--- src/rtl/dac_upd_pkg.sv ---
// Package: shared constants, mode type and calibration table function for
// the DAC update controller. Assumes word addressing on the host bus.
package dac_upd_pkg;

    typedef enum logic {
        MODE_STAGED = 1'b0,
        MODE_PASS   = 1'b1
    } upd_mode_t;

    localparam int CMD_PASS_ADDR   = 16;
    localparam int CMD_STAGED_ADDR = 17;
    localparam int CMD_TRIG_ADDR   = 18;
    localparam int CAL_BASE_ADDR   = 32;
    localparam logic [11:0] MID_CODE = 12'h800;

    // Calibration byte for channel ch; gain_sel picks gain over offset.
    function automatic logic [7:0] cal_byte(input int ch, input logic gain_sel);
        int v;
        if (gain_sel) v = 195 - ch * 9;
        else          v = ch * 37 + 5;
        return 8'(v & 255);
    endfunction

endpackage

--- src/rtl/dac_bus_decode.sv ---
// Bus decoder: turns one sampled access into one-hot strobes for channel
// writes, the three commands and the calibration read window.
// Assumes NCH <= 16 so channel words never overlap the command words.
module dac_bus_decode
    import dac_upd_pkg::*;
#(
    parameter int NCH    = 16,
    parameter int ADDR_W = 6
) (
    input  logic              sel_n,
    input  logic              rd_nwr,
    input  logic [ADDR_W-1:0] waddr,
    output logic [NCH-1:0]    chan_we,
    output logic              cmd_pass,
    output logic              cmd_staged,
    output logic              cmd_trig,
    output logic              cal_rd,
    output logic              hit
);
    localparam int CAL_END = CAL_BASE_ADDR + 2 * NCH;

    logic wr_acc;
    logic rd_acc;
    int   a;

    assign wr_acc = !sel_n && !rd_nwr;
    assign rd_acc = !sel_n &&  rd_nwr;
    assign a      = int'(waddr);

    // Per-channel write strobes
    generate
        for (genvar k = 0; k < NCH; k++) begin : g_we
            assign chan_we[k] = wr_acc && (a == k);
        end
    endgenerate

    // Command and read-window strobes
    always_comb begin
        cmd_pass   = wr_acc && (a == CMD_PASS_ADDR);
        cmd_staged = wr_acc && (a == CMD_STAGED_ADDR);
        cmd_trig   = wr_acc && (a == CMD_TRIG_ADDR);
        cal_rd     = rd_acc && (a >= CAL_BASE_ADDR) && (a < CAL_END);
        hit        = (|chan_we) || cmd_pass || cmd_staged || cmd_trig || cal_rd;
    end

endmodule

--- src/rtl/dac_chan_latch.sv ---
// One channel's two-stage latch. The staging stage has no reset on purpose:
// its contents survive reset. The presented stage resets to mid-scale.
module dac_chan_latch
    import dac_upd_pkg::*;
#(
    parameter int CODE_W = 12
) (
    input  logic              clk,
    input  logic              rst_n,
    input  logic              we,
    input  logic [CODE_W-1:0] wcode,
    input  logic              load_all,
    input  logic              pass_mode,
    output logic [CODE_W-1:0] code_out
);
    logic [CODE_W-1:0] stage_q;
    logic [CODE_W-1:0] pres_q;

    // Staging latch: captures host data, untouched by reset
    always_ff @(posedge clk) begin
        if (we) stage_q <= wcode;
    end

    // Presented latch: mid-scale on reset, global copy or pass-through load
    always_ff @(posedge clk) begin
        if (!rst_n)                pres_q <= CODE_W'(MID_CODE);
        else if (load_all)         pres_q <= stage_q;
        else if (we && pass_mode)  pres_q <= wcode;
    end

    assign code_out = pres_q;

endmodule

--- src/rtl/dac_cal_rom.sv ---
// Calibration table: combinational lookup of a byte by word address.
// Addresses outside the window return zero.
module dac_cal_rom
    import dac_upd_pkg::*;
#(
    parameter int NCH    = 16,
    parameter int ADDR_W = 6
) (
    input  logic [ADDR_W-1:0] waddr,
    output logic [7:0]        cal_out
);
    localparam int ENTRIES = 2 * NCH;

    logic [7:0] table_q [ENTRIES];

    // Table contents computed per entry
    generate
        for (genvar e = 0; e < ENTRIES; e++) begin : g_ent
            assign table_q[e] = cal_byte(e / 2, (e % 2) == 1);
        end
    endgenerate

    // Index select
    always_comb begin
        int idx;
        idx = int'(waddr) - CAL_BASE_ADDR;
        cal_out = 8'h00;
        if (idx >= 0 && idx < ENTRIES) cal_out = table_q[idx];
    end

endmodule

--- src/rtl/dac_update_ctrl.sv ---
// Top: bus slave and update controller for NCH double-buffered DAC
// channels. One access may be sampled per clock; the acknowledge and read
// data are registered and appear in the following cycle.
module dac_update_ctrl
    import dac_upd_pkg::*;
#(
    parameter int NCH    = 16,
    parameter int CODE_W = 12,
    parameter int DATA_W = 16,
    parameter int ADDR_W = 6
) (
    input  logic                  clk,
    input  logic                  rst_n,
    input  logic                  sel_n,
    input  logic                  rd_nwr,
    input  logic [ADDR_W-1:0]     waddr,
    input  logic [DATA_W-1:0]     wdata,
    output logic [DATA_W-1:0]     rdata,
    output logic                  ack_n,
    output logic [NCH*CODE_W-1:0] dac_code
);
    localparam int LSB_DROP = DATA_W - CODE_W;

    logic [NCH-1:0]    chan_we;
    logic              cmd_pass;
    logic              cmd_staged;
    logic              cmd_trig;
    logic              cal_rd;
    logic              hit;
    logic [7:0]        cal_byte_w;
    logic [CODE_W-1:0] wcode;
    logic              load_all;
    upd_mode_t         mode_q;
    logic              ack_n_q;
    logic [DATA_W-1:0] rdata_q;
    wire               unused_low = ^wdata[LSB_DROP-1:0];

    assign wcode    = wdata[DATA_W-1:LSB_DROP];
    assign load_all = cmd_pass || cmd_trig;

    dac_bus_decode #(.NCH(NCH), .ADDR_W(ADDR_W)) u_dec (
        .sel_n      (sel_n),
        .rd_nwr     (rd_nwr),
        .waddr      (waddr),
        .chan_we    (chan_we),
        .cmd_pass   (cmd_pass),
        .cmd_staged (cmd_staged),
        .cmd_trig   (cmd_trig),
        .cal_rd     (cal_rd),
        .hit        (hit)
    );

    dac_cal_rom #(.NCH(NCH), .ADDR_W(ADDR_W)) u_cal (
        .waddr   (waddr),
        .cal_out (cal_byte_w)
    );

    // Update policy register: staged after reset, trigger forces staged
    always_ff @(posedge clk) begin
        if (!rst_n)                     mode_q <= MODE_STAGED;
        else if (cmd_pass)              mode_q <= MODE_PASS;
        else if (cmd_staged || cmd_trig) mode_q <= MODE_STAGED;
    end

    // Zero-wait acknowledge and read data, one cycle after sampling
    always_ff @(posedge clk) begin
        if (!rst_n) begin
            ack_n_q <= 1'b1;
            rdata_q <= '0;
        end else begin
            ack_n_q <= !hit;
            rdata_q <= cal_rd ? DATA_W'(cal_byte_w) : '0;
        end
    end

    generate
        for (genvar k = 0; k < NCH; k++) begin : g_ch
            dac_chan_latch #(.CODE_W(CODE_W)) u_lat (
                .clk       (clk),
                .rst_n     (rst_n),
                .we        (chan_we[k]),
                .wcode     (wcode),
                .load_all  (load_all),
                .pass_mode (mode_q == MODE_PASS),
                .code_out  (dac_code[k*CODE_W +: CODE_W])
            );
        end
    endgenerate

    assign ack_n = ack_n_q;
    assign rdata = rdata_q;

endmodule

--- config.mk ---
export PLATFORM = sky130hd
export DESIGN_NAME = dac_update_ctrl
export DESIGN_NICKNAME = d
export VERILOG_FILES = /design/src/rtl/dac_upd_pkg.sv /design/src/rtl/dac_bus_decode.sv /design/src/rtl/dac_chan_latch.sv /design/src/rtl/dac_cal_rom.sv /design/src/rtl/dac_update_ctrl.sv
export SDC_FILE = /design/constraint.sdc
export NUM_CORES = 1
export LEC_CHECK = 0
export ABC_AREA = 1
export ABC_CLOCK_PERIOD_IN_PS = 2900
export BUFFER_PORTS_ARGS = -buffer_cell sky130_fd_sc_hd__buf_2
export CAP_MARGIN = 20
export CORE_ASPECT_RATIO = 1.5
export CORE_MARGIN = 1.5
export CORE_UTILIZATION = 40
export CTS_CLUSTER_SIZE = 10
export DETAILED_ROUTE_END_ITERATION = 8
export PLACE_DENSITY = 0.67
export REMOVE_ABC_BUFFERS = 1
export SYNTH_ARGS = -nofsm -noshare
export SYNTH_HDL_FRONTEND = slang
export SYNTH_HIERARCHICAL = 1
export SYNTH_SLANG_ARGS = --single-unit
export TNS_END_PERCENT = 100
--- constraint.sdc ---
create_clock -name clk -period 2.9 [get_ports clk]
set_input_delay 0 -clock clk [delete_from_list [all_inputs] [get_ports clk]]
set_output_delay 0 -clock clk [all_outputs]
set_load 0.1 [all_outputs]
==> results.yml <==
outcome:
  status: "finished clean"
drt:
  drtIter0Drc: 853
  dr_total_vias: 14300
  drc: 0
  drt-pass1-iter-count: 5
  wirelength_um: 45600
  drt-wirelength-per-cell_um: 15.0
  via_per_inst: 4.68
  ant_nets: 0
floorplan:
  die_x_um: 175
  die_y_um: 261
  io_pins: 235
  design.core.area_um2: 43800
  die_area_um2: 45600
  rows: 94
  initial_core_util: 0.405
clocking:
  max-clock-path-buffers: 3
  post_cts_buffers: 0
  clock_sinks: 394
  worstSkewPairLatency_ns: 0.54
  htreeDepth: 2
  ctsHoldBuffers: 9
  cts_resized: 0
  clockRootBuffer: "clkbuf_16"
  tritoncts.num_buffers: 45
  cts_tree: "done"
  clk_pin_slew_ns: 0.06
cells_and_area:
  area_growth_pct: 14.6
  post-route-util: 0.464
  nNetsFinal: 2474
  nFillCells: 4250
  diodes: 0
  layout-drive-gt1-share: 0.148
power:
  p_per_area_nw_per_um2: 574
  combPwrFrac: 0.065
  p_sw_mw: 2.73
  seqPwrFrac: 0.505
  swShare: 0.234
  peakVddDrop_mv: 0.381
  leakagePower_nw: 9.83
  p_int_mw: 8.93
  clkPwrFrac: 0.430
timing:
  setup-violations-final: 0
  fin_skew_ns: 0.00940
  tns_ns: 0
  rsz0062_at_grt: "no"
  slew_headroom: 0.340
  hold_viol_final: 0
  fmax_mhz: 437
  slew_violations: 0
  finalCritPeriodShare: 0.789
  layout_min_cycle_time_ns: 2.29
  worstMarginPinSlew_ns: 0.989
critical_path:
  endpoint_kind: "flip-flop"
  required_ns: 3.33
  cp_data_arrival_time_ns: 2.72
  cp_common_cell: "inv_1"
  r2r_setup_slack_ns: 1.14
  critPathBufInv: 8
  start_kind: "input pin"
  timing_worst_setup_path_type: "input pin to flip-flop"
  path_max_fanout: 49
  max_stage_delay_ns: 0.53
  crit_family: "buffers and inverters"
  slowest_stage: "dlygate4sd3_1"
  path_cells: "dlygate4sd3_1 > buf_2 > inv_1 > nand2_1 > nor3_1 > nand2_1 > inv_1 > inv_1 > nand2_4 > buf_12 > inv_2 > nand2_2 > inv_2 > nor2_1 > nor2_1"
global_route:
  overflow: 0
  grt_max_degree: 92
  antenna_found_initial: 0
  grt_pass1_vias: 13300
  grt_pass1_wl_um: 70800
  grt_use_total: 0.197
hold_path:
  hold_class: "input pin to flip-flop"
synth:
  async_flop_share: 0
  syn_inst: 2238
  synth_cell_types: 28
  synth.area.top_cells: "edfxtp_1 (33%), dfxtp_1 (23%), nand2_1 (18%), nor2_1 (8.2%), nand3_1 (6.2%)"
  synth_top_area_frac: 0.326
  netlist_area_um2: 17700
  yosysSeqAreaShare: 0.554
  syn_area_per_cell_um2: 7.91
  synth_edf_count: 192
  ys_ff_latch: 394
  yosysWarnings: 6
  synthFlopType: "dfxtp_1"
  yosys.area.top_type: "edfxtp_1"
place:
  place_hpwl_um: 27900
  gp_congestion: 0.825
  port_buffers: 222
run:
  cap_violations: 0
-- worst register-to-register path: cells and delay by family, from the launching register on --
family | cells | cell delay (ns)
flops | 1 | 0.43
simple gates | 4 | 0.77
buf+inv | 2 | 0.44
-- cells in the mapped netlist, types with 16 or more instances --
cell type,count
dfxtp_1,202
buf_2,16
nor2_1,387
buf_4,25
nand3_1,221
edfxtp_1,192
nand2_2,19
inv_2,34
clkbuf_1,16
nand2_1,827
inv_1,208
buf_6,52
-- state kept, by name (all words and copies together), names as in the netlist --
register             flops
mode_q                   1
g_ch.u_lat/code_out    192
rdata                    8
ack_n                    1
g_ch.u_lat/stage_q     192
-- cell families (layout without fill, tap and decap cells) --
group | Yosys count | count (layout) | synth area share
and+or+nand+nor | 1474 | 1474 | 0.335
DFF | 394 | 394 | 0.554
buffers and inverters | 352 | 580 | 0.103
AOI/OAI and AO/OA | 10 | 10 | 0.00325
adders and majority gates | 7 | 7 | 0.00494
other | 1 | 8 | 0.000212
-- through the flow --
stage | instances | hold WS, ns | power, mW | setup WS (ns) | area, um2
floorplan | 2136 | 0.0619 | 6.47 | -2.40 | 16800
global placement | 2961 | 0.408 | 6.74 | 0.686 | 19000
detailed placement | 2961 | 0.402 | 6.75 | 0.603 | 19000
CTS | 3049 | 0.0835 | 11.8 | 0.631 | 20300
global route | 3049 | 0.134 | 12.1 | 0.349 | 20300
finish | 3049 | 0.121 | 11.7 | 0.611 | 20300
-- cells in the final DEF (no fill, tap or decap), types with 2 or more instances in the layout --
master         synthesis  layout
inv_2                 34      34
buf_2                 16     221
edfxtp_1             192     192
nor3_2                 1       4
nand3_1              221     221
ha_1                   7       7
buf_4                 25      24
nand2_1              827     826
nand4_1                2       2
nand2_2               19      19
clkbuf_16              0      45
buf_12                 0       3
clkbuf_1              16      32
dfxtp_1              202     202
nor2_1               387     387
inv_1                208     208
conb_1                 1       8
a21oi_1                6       6
nor3_1                 6       3
nor2_2                 4       4
dlygate4sd3_1          0       9
nor4_2                 1       5
-- path summary, 6_finish.rpt --
path	from	endpoint	cells after the start
hold / removal	waddr[3]	rdata[7]$_SDFF_PN0_	5
setup reg to reg	mode_q$_SDFFE_PN0P_	g_ch[14].u_lat/code_out[1]$_SDFFE_PN0P_	6
hold reg to reg	g_ch[9].u_lat/code_out[11]$_SDFFE_PN1P_	g_ch[9].u_lat/code_out[11]$_SDFFE_PN1P_	2
setup / recovery	waddr[0]	g_ch[6].u_lat/code_out[3]$_SDFFE_PN0P_	15
-- layout make-up --
| cell class | count | area [um2] | area share |
|---|---|---|---|
| Multi-Input combinational cell | 1499 | 6150 | 0.303 |
| Tap cell | 576 | 721 | 0.0355 |
| Clock inverter | 1 | 5.00 | 0.000246 |
| Inverter | 243 | 912 | 0.0449 |
| Clock buffer | 78 | 1260 | 0.0620 |
| Sequential cell | 394 | 9810 | 0.483 |
| Timing Repair Buffer | 258 | 1450 | 0.0713 |
-- power groups by stage --
stage          Clock (mW)  Sequential [mW]  Combinational, mW
2_1_floorplan           0             6.17              0.294
3_3_place_gp            0             6.00              0.740
3_5_place_dp            0             6.00              0.752
4_1_cts              5.14             5.88              0.763
5_1_grt              5.35             5.88              0.831
6_report             5.02             5.88              0.760
-- routing by layer --
metal	wire length [um]	track usage
met3	2060	0.0283
met4	1620	0.0824
met1	18500	0.232
met2	23400	0.356
met5	0	0
Power figures use the tool's default switching activity.
